[src/rtl/ring_keep_pkg.sv]
package ring_keep_pkg;
  localparam int unsigned WORD_W = 64;
  localparam int unsigned NSTEP  = 9;
  localparam logic [WORD_W-1:0] CHECK_PAT = 64'hA5A5_A5A5_A5A5_A5A5;
  localparam logic [WORD_W-1:0] MASK_ODD  = 64'hE000_0000_0000_0000;
  localparam logic [WORD_W-1:0] MASK_EVEN = 64'hC1E0_61FF_ED5F_0000;

  typedef enum logic [2:0] {
    S_IDLE, S_SEL, S_PAT, S_ROT, S_WAIT, S_ACT, S_CLR, S_FIN
  } seq_state_t;

  // cumulative ring position reached after step k
  function automatic logic [31:0] ring_pos(input logic [3:0] k);
    case (k)
      4'd0:    ring_pos = 32'd0;
      4'd1:    ring_pos = 32'd5039;
      4'd2:    ring_pos = 32'd5100;
      4'd3:    ring_pos = 32'd5664;
      4'd4:    ring_pos = 32'd5725;
      4'd5:    ring_pos = 32'd5973;
      4'd6:    ring_pos = 32'd6034;
      4'd7:    ring_pos = 32'd6282;
      4'd8:    ring_pos = 32'd6343;
      default: ring_pos = 32'd17871;
    endcase
  endfunction

  function automatic logic [31:0] step_len(input logic [3:0] k);
    step_len = ring_pos(k) - ring_pos(k - 4'd1);
  endfunction

  function automatic logic [WORD_W-1:0] step_mask(input logic [3:0] k);
    if (k == 4'd0 || k >= 4'd9) step_mask = '0;
    else if (k[0])              step_mask = MASK_ODD;
    else                        step_mask = MASK_EVEN;
  endfunction

  function automatic logic [WORD_W-1:0] select_word();
    logic [WORD_W-1:0] w;
    w = '0;
    w[4]  = 1'b1;
    w[5]  = 1'b1;
    w[11] = 1'b1;
    w[59] = 1'b1;
    return w;
  endfunction

  function automatic logic [WORD_W-1:0] merge_bits(input logic [WORD_W-1:0] win,
                                                   input logic [WORD_W-1:0] mask,
                                                   input logic [WORD_W-1:0] keep);
    merge_bits = (win & ~mask) | keep;
  endfunction
endpackage

[src/rtl/ring_keep_slots.sv]
module ring_keep_slots #(
  parameter int unsigned NSLOT = 8,
  parameter int unsigned W     = 64,
  localparam int unsigned AW   = (NSLOT > 1) ? $clog2(NSLOT) : 1
) (
  input  logic          clk,
  input  logic          rst_n,
  input  logic          we,
  input  logic [AW-1:0] waddr,
  input  logic [W-1:0]  wdata,
  input  logic [AW-1:0] raddr,
  output logic [W-1:0]  rdata
);
  logic [W-1:0] slot_q [NSLOT];

  for (genvar i = 0; i < NSLOT; i++) begin : g_slot
    always_ff @(posedge clk or negedge rst_n) begin
      if (!rst_n)                                   slot_q[i] <= '0;
      else if (we && (waddr == AW'(i)))             slot_q[i] <= wdata;
    end
  end

  assign rdata = slot_q[raddr];
endmodule

[src/rtl/ring_keep_timer.sv]
module ring_keep_timer #(
  parameter int unsigned TMO_W = 16
) (
  input  logic             clk,
  input  logic             rst_n,
  input  logic             clear,
  input  logic             run,
  input  logic [TMO_W-1:0] limit,
  output logic             expired
);
  logic [TMO_W-1:0] cnt_q;

  assign expired = run && (cnt_q == limit);

  always_ff @(posedge clk or negedge rst_n) begin
    if (!rst_n)              cnt_q <= '0;
    else if (clear)          cnt_q <= '0;
    else if (run && !expired) cnt_q <= cnt_q + 1'b1;
  end
endmodule

[src/rtl/ring_keep_seq.sv]
module ring_keep_seq
  import ring_keep_pkg::*;
#(
  parameter int unsigned NSLOT     = 8,
  parameter int unsigned TMO_W     = 16,
  parameter int unsigned REV_W     = 8,
  parameter logic [7:0]  REV_LIMIT = 8'h20,
  parameter int unsigned DONE_BIT  = 8,
  localparam int unsigned SW       = $clog2(NSLOT)
) (
  input  logic              clk,
  input  logic              rst_n,
  input  logic              start,
  input  logic              mode_restore,
  input  logic              reboot_keep,
  input  logic [REV_W-1:0]  chip_rev,
  input  logic [TMO_W-1:0]  tmo_limit,
  output logic              busy,
  output logic              done,
  output logic              err_check,
  output logic              err_timeout,
  output logic [WORD_W-1:0] bad_window,
  output logic              sel_we,
  output logic [WORD_W-1:0] sel_word,
  output logic              rot_go,
  output logic [WORD_W-1:0] rot_word,
  output logic              win_we,
  output logic [WORD_W-1:0] win_wdata,
  input  logic [WORD_W-1:0] win_rdata,
  input  logic [WORD_W-1:0] stat_word
);
  seq_state_t        st_q;
  logic [3:0]        step_q;
  logic              mode_q;
  logic              run_en;
  logic              rot_ok;
  logic              tmo_hit;
  logic              last_step;
  logic              act_edit;
  logic              slot_we;
  logic [SW-1:0]     slot_idx;
  logic [WORD_W-1:0] cur_mask;
  logic [WORD_W-1:0] slot_rd;

  assign run_en    = reboot_keep && (chip_rev < REV_W'(REV_LIMIT));
  assign rot_ok    = stat_word[DONE_BIT];
  assign last_step = (step_q == 4'(NSTEP));
  assign cur_mask  = step_mask(step_q);
  assign slot_idx  = SW'(step_q - 4'd1);
  assign act_edit  = (st_q == S_ACT) && !last_step;
  assign slot_we   = act_edit && !mode_q;

  ring_keep_slots #(.NSLOT(NSLOT), .W(WORD_W)) u_slots (
    .clk  (clk),
    .rst_n(rst_n),
    .we   (slot_we),
    .waddr(slot_idx),
    .wdata(win_rdata & cur_mask),
    .raddr(slot_idx),
    .rdata(slot_rd)
  );

  ring_keep_timer #(.TMO_W(TMO_W)) u_timer (
    .clk    (clk),
    .rst_n  (rst_n),
    .clear  (st_q == S_ROT),
    .run    ((st_q == S_WAIT) && !rot_ok),
    .limit  (tmo_limit),
    .expired(tmo_hit)
  );

  always_ff @(posedge clk or negedge rst_n) begin
    if (!rst_n) begin
      st_q        <= S_IDLE;
      step_q      <= 4'd0;
      mode_q      <= 1'b0;
      err_check   <= 1'b0;
      err_timeout <= 1'b0;
      bad_window  <= '0;
    end else begin
      case (st_q)
        S_IDLE: if (start) begin
          err_check   <= 1'b0;
          err_timeout <= 1'b0;
          mode_q      <= mode_restore;
          step_q      <= 4'd1;
          st_q        <= run_en ? S_SEL : S_FIN;
        end
        S_SEL:  st_q <= S_PAT;
        S_PAT:  st_q <= S_ROT;
        S_ROT:  st_q <= S_WAIT;
        S_WAIT: begin
          if (rot_ok) st_q <= S_ACT;
          else if (tmo_hit) begin
            err_timeout <= 1'b1;
            st_q        <= S_CLR;
          end
        end
        S_ACT: begin
          if (last_step) begin
            if (win_rdata != CHECK_PAT) begin
              err_check  <= 1'b1;
              bad_window <= win_rdata;
            end
            st_q <= S_CLR;
          end else begin
            step_q <= step_q + 4'd1;
            st_q   <= S_ROT;
          end
        end
        S_CLR:   st_q <= S_FIN;
        S_FIN:   st_q <= S_IDLE;
        default: st_q <= S_IDLE;
      endcase
    end
  end

  always_comb begin
    busy      = !(st_q inside {S_IDLE, S_FIN});
    done      = (st_q == S_FIN);
    sel_we    = (st_q == S_SEL) || (st_q == S_CLR);
    sel_word  = (st_q == S_SEL) ? select_word() : '0;
    rot_go    = (st_q == S_ROT);
    rot_word  = {step_len(step_q), 32'h0};
    win_we    = (st_q == S_PAT) || (act_edit && mode_q);
    win_wdata = (st_q == S_PAT) ? CHECK_PAT : merge_bits(win_rdata, cur_mask, slot_rd);
  end
endmodule

[config.mk]
export PLATFORM = sky130hd
export DESIGN_NAME = ring_keep_seq
export DESIGN_NICKNAME = d
export VERILOG_FILES = /design/src/rtl/ring_keep_pkg.sv /design/src/rtl/ring_keep_slots.sv /design/src/rtl/ring_keep_timer.sv /design/src/rtl/ring_keep_seq.sv
export SDC_FILE = /design/constraint.sdc
export NUM_CORES = 1
export LEC_CHECK = 0
export CORE_ASPECT_RATIO = 1.4
export CORE_MARGIN = 2
export CORE_UTILIZATION = 40
export DETAILED_ROUTE_END_ITERATION = 16
export PLACE_DENSITY = 0.67
export REMOVE_ABC_BUFFERS = 1
export SETUP_SLACK_MARGIN = 0.5
export SLEW_MARGIN = 25
export SYNTH_ARGS = -nofsm -noshare
export SYNTH_HDL_FRONTEND = slang
export SYNTH_SLANG_ARGS = --single-unit
[constraint.sdc]
create_clock -name clk -period 5.5 [get_ports clk]
set_clock_uncertainty 0.2 [all_clocks]
set_input_delay 0.825 -clock clk [delete_from_list [all_inputs] [get_ports clk]]
set_output_delay 0.825 -clock clk [all_outputs]
set_load 0.03 [all_outputs]
==> reports/metrics.csv, run 1 <==
stage;metric;value;unit
setup_path;timing.critical_path.fanout_max;12;
placement;detailed_place_hpwl;31600;um
yosys;yosys_top_cell_area_share;48.8;%
cells_and_area;layout.filler_cells;3803;
yosys;yosysUniqueCellTypes;63;
cts;cts_hold_repair.buffers;0;
hold_path;hold_class;in2async;
setup_path;worst-endpoint-required;4.47;ns
routing;drt-vias-per-instance;5.38;
routing;routed_wl;48500;um
yosys;cells_taking_the_most_area_after_synthesis;sky130_fd_sc_hd__dfrtp_1 49%, sky130_fd_sc_hd__nand2_1 8.3%, sky130_fd_sc_hd__mux4_2 8.0%, sky130_fd_sc_hd__o21ai_0 6.8%, sky130_fd_sc_hd__buf_4 4.3%;
yosys;synthesis.area;0.0169;sq mm
sta;setup_viol_count_final;0;
setup_path;start_kind;flop;
placement;routabilityCongestion;0.878;
floorplanning;initial_core_util;40.3;%
yosys;synth_warnings;0;
cells_and_area;synthToLayoutAreaGrowth;24.8;%
floorplanning;floorplan.die.height;247;um
run_status;status;finished, final reports clean;
yosys;synthCells;1675;
cells_and_area;finish.utilization;50.3;%
cts;tritoncts_num_sinks;330;
sta;timing.final.crit_share;89.7;%
placement;io_buffers;259;
routing;post_drt_wl_per_cell;19.7;um
cts;ctsHtreeMaxLevel;2;
run;timing.max_cap.violations;0;
routing;drtPass1Iterations;5;
cts;clock_path_buffers;3;
sta;max_slew.worst_pin.slew;0.965;ns
sta;hold_viol_final;0;
grt;largest_net_degree_at_the_start_of_global_routing;132;
grt;overflow;0;
routing;detailedRoute.firstIterationViolations;817;
sta;achievable_frequency;0.203;GHz
yosys;synth_most_common_cell;sky130_fd_sc_hd__nand2_1;
routing;drc;0;
yosys;synthFlopType;sky130_fd_sc_hd__dfrtp_1;
floorplanning;core.rowCount;89;
grt;grtUsageTotal;21.7;%
yosys;ys_seq_area_share;48.8;%
floorplanning;core_area;0.0420;sq mm
setup_path;crit_arrival;3.91;ns
cells_and_area;drive_gt1_share;15.4;%
cells_and_area;nets;2078;
routing;dr_total_vias;13300;
sta;timing.final.crit_period;4.94;ns
setup_path;critical_path_class;reg2out;
sta;grt_setup_unrepaired;true;
yosys;synth_top_cell_by_area;sky130_fd_sc_hd__dfrtp_1;
sta;report.final.slew_viol_count;0;
cts;path_clk_slew;0.06;ns
routing;final_antenna_net_count;0;
sta;max_slew_margin;35.7;%
floorplanning;die_area;0.0440;sq mm
cts;clockRootBuffer;sky130_fd_sc_hd__clkbuf_16;
yosys;synth_area_per_cell;10.1;sq um
cts;insertion_delay;0.53;ns
cts;cts_inserted_buffers;35;
yosys;synth_seq_cells;330;
floorplanning;io-pin-count;420;
cts;cts_tree;done;
grt;grt_antenna_before_repair;2;
grt;first_global_vias;12900;
yosys;synthTopCellsByCount;376 x sky130_fd_sc_hd__nand2_1, 330 x sky130_fd_sc_hd__dfrtp_1, 231 x sky130_fd_sc_hd__o21ai_0;
floorplanning;chipWidth;178;um
setup_path;worst_setup_path_end_kind;output port;
grt;grt_first_pass_wirelength;73200;um
yosys;asyncSetResetFlopFracSynth;100;%
yosys;synth_enable_flop_cells;0;
## cell usage in the layout (no fill, tap or decap), types with 8 or more instances in the layout
cell type,count
sky130_fd_sc_hd__nand2_1,368
sky130_fd_sc_hd__dfrtp_1,328
sky130_fd_sc_hd__clkdlybuf4s50_1,232
sky130_fd_sc_hd__o21ai_0,230
sky130_fd_sc_hd__conb_1,92
sky130_fd_sc_hd__mux2_2,65
sky130_fd_sc_hd__mux4_2,60
sky130_fd_sc_hd__a21oi_1,45
sky130_fd_sc_hd__buf_4,42
sky130_fd_sc_hd__clkbuf_16,36
sky130_fd_sc_hd__o21ai_1,31
sky130_fd_sc_hd__and2_1,26
sky130_fd_sc_hd__nand3_1,24
sky130_fd_sc_hd__xnor2_1,23
sky130_fd_sc_hd__a31oi_1,21
sky130_fd_sc_hd__nand2b_1,20
sky130_fd_sc_hd__ha_1,19
sky130_fd_sc_hd__inv_1,17
sky130_fd_sc_hd__nor2_1,15
sky130_fd_sc_hd__nand4_1,13
sky130_fd_sc_hd__nor2b_1,10
sky130_fd_sc_hd__nand2_2,9
sky130_fd_sc_hd__or3_1,9
sky130_fd_sc_hd__o31ai_1,8
sky130_fd_sc_hd__o211ai_1,8
## critical path, stage by stage (launching register included)
cell and delay [ns]:
sky130_fd_sc_hd__dfrtp_1 0.48, sky130_fd_sc_hd__buf_4 0.24, sky130_fd_sc_hd__a21oi_2 0.23, sky130_fd_sc_hd__a21boi_1 0.33
sky130_fd_sc_hd__ha_4 0.19, sky130_fd_sc_hd__inv_2 0.04, sky130_fd_sc_hd__fa_2 0.35, sky130_fd_sc_hd__a21o_1 0.22
sky130_fd_sc_hd__a31o_4 0.24, sky130_fd_sc_hd__a21oi_4 0.17, sky130_fd_sc_hd__o21ai_2 0.09, sky130_fd_sc_hd__a21oi_2 0.15
sky130_fd_sc_hd__fa_1 0.42, sky130_fd_sc_hd__inv_1 0.09, sky130_fd_sc_hd__buf_6 0.13
## repair_timing
item                                    in CTS  in global routing
endpoints found under the setup margin      37                 25
resized for setup                           29                 33
buffers inserted                             1                  7
pin swaps                                    4                 11
hold endpoints to repair                     0                  0
cloned                                       0                  1
## worst paths after layout
kind | startpoint | endpoint | slack (ns) | depth (start not counted)
worst max-delay path | step_q[2] | rot_word[46] | 0.56 | 14
worst min-delay path | rst_n | bad_window[9] | 0.12 | 1
worst max register to register | step_q[0] | u_slots.slot_q[148] | 1.94 | 10
worst min register to register | u_slots.slot_q[446] | u_slots.slot_q[446] | 0.28 | 2
max in group asynchronous | rst_n | u_slots.slot_q[99] | 3.75 | 2
min in group clk | u_slots.slot_q[446] | u_slots.slot_q[446] | 0.28 | 2
## through the flow
| step | hold WS (ns) | setup slack, ns | setup TNS [ns] | instance area, sq um | cells |
|---|---|---|---|---|---|
| after global placement | 0.256 | 0.378 | 0 | 19600 | 2392 |
| final | 0.123 | 0.564 | 0 | 21100 | 2465 |
| after floorplan | 0.245 | -3.55 | -524.44 | 16100 | 1564 |
| after detailed placement | 0.267 | 0.343 | 0 | 19600 | 2392 |
| after global routing | 0.173 | 0.462 | 0 | 21100 | 2462 |
| after CTS | 0.171 | 0.503 | 0 | 20900 | 2454 |
## registers in the layout, indices dropped and copies added (netlist names)
| signal | flops |
|---|---|
| mode_q | 1 |
| bad_window | 64 |
| st_q | 3 |
| err_check | 1 |
| err_timeout | 1 |
| step_q | 4 |
| u_slots.slot_q | 240 |
| u_timer.cnt_q | 16 |
## layer usage
layer | routed length (um) | vias up | global-route usage [%]
met5 | 0 | - | 0
met4 | 1800 | 0 | 8.73
met3 | 3100 | 100 | 4.07
met2 | 24200 | 516 | 37.9
met1 | 19500 | 6555 | 26.3
li1 | - | 6097 | -
## final cells by class
type                            count  area, sq um  share of cell area [%]
Multi-Input combinational cell   1213         8020                    37.9
Tap cell                          546          683                    3.23
Antenna cell                        3         7.51                  0.0355
Inverter                           22         87.6                   0.415
Clock buffer                       48         1020                    4.81
Sequential cell                   330         8270                    39.1
Timing Repair Buffer              290         2840                    13.4
Clock inverter                     13          210                   0.995
## logic make-up after synthesis
| group | share of synthesized area, % |
|---|---|
| xor+xnor | 1.45 |
| flops | 48.8 |
| mux | 12.3 |
| other cells | 0.0222 |
| fa+ha+maj | 2.23 |
| compound gates | 12.6 |
| simple gates | 15.1 |
| buf+inv | 7.51 |
Power of run 1 is left out: the tool's default activity adds up to more than one toggle a clock period on the data nets, which glitch-free logic cannot reach.
==> run 2: changes to the inputs <==
--- a/config.mk
+++ b/config.mk
@@ -7,9 +7,9 @@
 export LEC_CHECK = 0
 export CORE_ASPECT_RATIO = 1.4
 export CORE_MARGIN = 2
-export CORE_UTILIZATION = 40
+export CORE_UTILIZATION = 43
 export DETAILED_ROUTE_END_ITERATION = 16
-export PLACE_DENSITY = 0.67
+export PLACE_DENSITY = 0.71
 export REMOVE_ABC_BUFFERS = 1
 export SETUP_SLACK_MARGIN = 0.5
 export SLEW_MARGIN = 25
==> reports/metrics.csv, run 2 (synthesis results as in run 1) <==
stage;metric;value;unit;change
routing;drt-vias-per-instance;5.50;;+2.2%
sta;grt_setup_unrepaired;true;;
sta;timing.final.crit_period;4.91;ns;-0.0225 ns
routing;routed_wl;48800;um;+0.53%
sta;final.setup.worst_slack;0.587;ns;+0.0225 ns
cts;ctsHtreeMaxLevel;2;;unchanged
cts;path_clk_slew;0.06;ns;about the same
grt;overflow;0;;unchanged
cells_and_area;storage_element_area;0.00826;sq mm;about the same
setup_path;worst_setup_path_end_kind;output port;;
cts;clock_path_buffers;3;;unchanged
sta;report.final.slew_viol_count;0;;unchanged
routing;drc;0;;unchanged
floorplanning;die_area;0.0410;sq mm;-6.8%
sta;timing.final.crit_share;89.3;%;-0.41 points
grt;grt_antenna_before_repair;3;;+1
routing;detailedRoute.firstIterationViolations;1047;;+28%
sta;hold_viol_final;0;;unchanged
run_status;status;finished, final reports clean;;
cells_and_area;drive_gt1_share;15.7;%;+0.30 points
cells_and_area;most_flops_register;u_slots.slot_q;;
placement;io_buffers;259;;unchanged
routing;final_antenna_net_count;0;;unchanged
cells_and_area;commonest_cells_after_routing_fill_and_taps_aside;370 x sky130_fd_sc_hd__nand2_1, 327 x sky130_fd_sc_hd__dfrtp_1, 231 x sky130_fd_sc_hd__o21ai_0;;
cells_and_area;largest_reg_flops;240;;unchanged
grt;grt_first_pass_wirelength;74600;um;+1.9%
cells_and_area;top_regs;u_slots.slot_q x240, bad_window x64, u_timer.cnt_q x16;;
cells_and_area;most_common_cell_after_layout_fill_and_taps_aside;sky130_fd_sc_hd__nand2_1;;
setup_path;critical_path_class;reg2out;;
run;timing.max_cap.violations;0;;unchanged
setup_path;start_kind;flop;;
floorplanning;chipWidth;172;um;-3.5%
floorplanning;core_area;0.0391;sq mm;-7.0%
setup_path;timing.critical_path.fanout_max;8;;-4
cells_and_area;finish.utilization;53.6;%;+3.3 points
cells_and_area;multi_input_area;0.00797;sq mm;-0.55%
cells_and_area;nets;2084;;+0.29%
sta;setup_viol_count_final;0;;unchanged
placement;routabilityCongestion;0.890;;+1.4%
floorplanning;core.rowCount;86;;-3.4%
cts;insertion_delay;0.53;ns;about the same
placement;detailed_place_hpwl;31000;um;-2.1%
hold_path;hold_class;in2async;;
grt;grtUsageTotal;23.8;%;+2.1 points
sta;max_slew_margin;33.6;%;-2.1 points
cts;cts_inserted_buffers;34;;-2.9%
floorplanning;floorplan.die.height;239;um;-3.5%
cts;clockRootBuffer;sky130_fd_sc_hd__clkbuf_16;;
routing;drtPass1Iterations;5;;unchanged
cells_and_area;layout.filler_cells;3447;;-9.4%
cts;cts_hold_repair.buffers;0;;unchanged
sta;achievable_frequency;0.204;GHz;+0.46%
grt;first_global_vias;13500;;+4.6%
cts;tritoncts_num_sinks;330;;unchanged
setup_path;worst-endpoint-required;4.47;ns;about the same
cts;cts_tree;done;;
cells_and_area;antenna_cells_inserted;0;;-3
grt;largest_net_degree_at_the_start_of_global_routing;104;;-21%
setup_path;timing.reg2reg.worst_path_depth;9;;-1
sta;max_slew.worst_pin.slew;0.996;ns;+0.0312 ns
routing;post_drt_wl_per_cell;20.0;um;+1.4%
sta;finalSetupTns;0;ns;unchanged
placement;dp_slack;0.243;ns;-0.100 ns
floorplanning;io-pin-count;420;;unchanged
cells_and_area;synthToLayoutAreaGrowth;23.8;%;
setup_path;crit_arrival;3.89;ns;-0.02 ns
routing;dr_total_vias;13500;;+1.4%
floorplanning;initial_core_util;43.3;%;+3.0 points
[run 2: cell count changes in the layout (fill, tap and decap cells not counted), moves of 3 or more]
cell	delta
sky130_fd_sc_hd__buf_12	+5
sky130_fd_sc_hd__buf_4	+15
sky130_fd_sc_hd__bufinv_16	-4
sky130_fd_sc_hd__ha_2	+3
sky130_fd_sc_hd__clkdlybuf4s50_1	-5
sky130_fd_sc_hd__dlygate4sd2_1	-5
sky130_fd_sc_hd__diode_2	-3
sky130_fd_sc_hd__clkbuf_1	+3
[run 2: final timing paths]
check                                    startpoint             endpoint  slack (ns)
max in group asynchronous                     rst_n   u_slots.slot_q[27]        3.85
min in group clk                u_slots.slot_q[355]  u_slots.slot_q[355]        0.28
worst max register to register            step_q[0]  u_slots.slot_q[248]        2.34
worst min register to register  u_slots.slot_q[355]  u_slots.slot_q[355]        0.28
worst max-delay path                      step_q[0]         rot_word[62]        0.59
worst min-delay path                          rst_n       bad_window[13]        0.08
[run 2: cell type report]
type	count	area share, %
flip-flops and latches	330	39.4
multi-input cells	1213	38.0
repair buffers	297	14.0
clock buffers	48	4.60
well taps	528	3.15
inverters	22	0.430
clock inverters	7	0.358
[run 2: stage by stage]
step,hold WS (ns),std cells,area (sq um)
global placement,0.256,2378,19600
CTS,0.0909,2434,20700
global route,0.124,2445,21000
detailed placement,0.267,2378,19600
floorplan,0.245,1564,16100
finish,0.0821,2445,21000
[run 2: critical path: stages, from the launching register on]
cell	delay, ns
sky130_fd_sc_hd__dfrtp_4	0.51
sky130_fd_sc_hd__clkinv_4	0.07
sky130_fd_sc_hd__ha_4	0.14
sky130_fd_sc_hd__inv_4	0.05
sky130_fd_sc_hd__ha_4	0.32
sky130_fd_sc_hd__inv_1	0.13
sky130_fd_sc_hd__or3_1	0.42
sky130_fd_sc_hd__ha_4	0.32
sky130_fd_sc_hd__and3_4	0.26
sky130_fd_sc_hd__a21oi_4	0.08
sky130_fd_sc_hd__o21ai_2	0.18
sky130_fd_sc_hd__a21oi_2	0.09
sky130_fd_sc_hd__fa_1	0.44
sky130_fd_sc_hd__clkdlybuf4s15_1	0.35
[run 2: timing repair]
action	in CTS	in global routing
pin swaps	2	11
buffers inserted	1	10
resized for setup	21	36
endpoints found under the setup margin	39	13
cloned	0	1
[run 2: routing by layer]
| layer | share of wire (%) | up-vias | track usage [%] | wire length, um |
|---|---|---|---|---|
| met5 | 0.025 | - | 0 | 12 |
| li1 | - | 6115 | - | - |
| met4 | 4.7 | 2 | 11.1 | 2290 |
| met2 | 50 | 568 | 41.0 | 24200 |
| met1 | 39 | 6639 | 28.5 | 18800 |
| met3 | 7.1 | 129 | 4.50 | 3470 |
Power of run 2 is left out for the same reason.
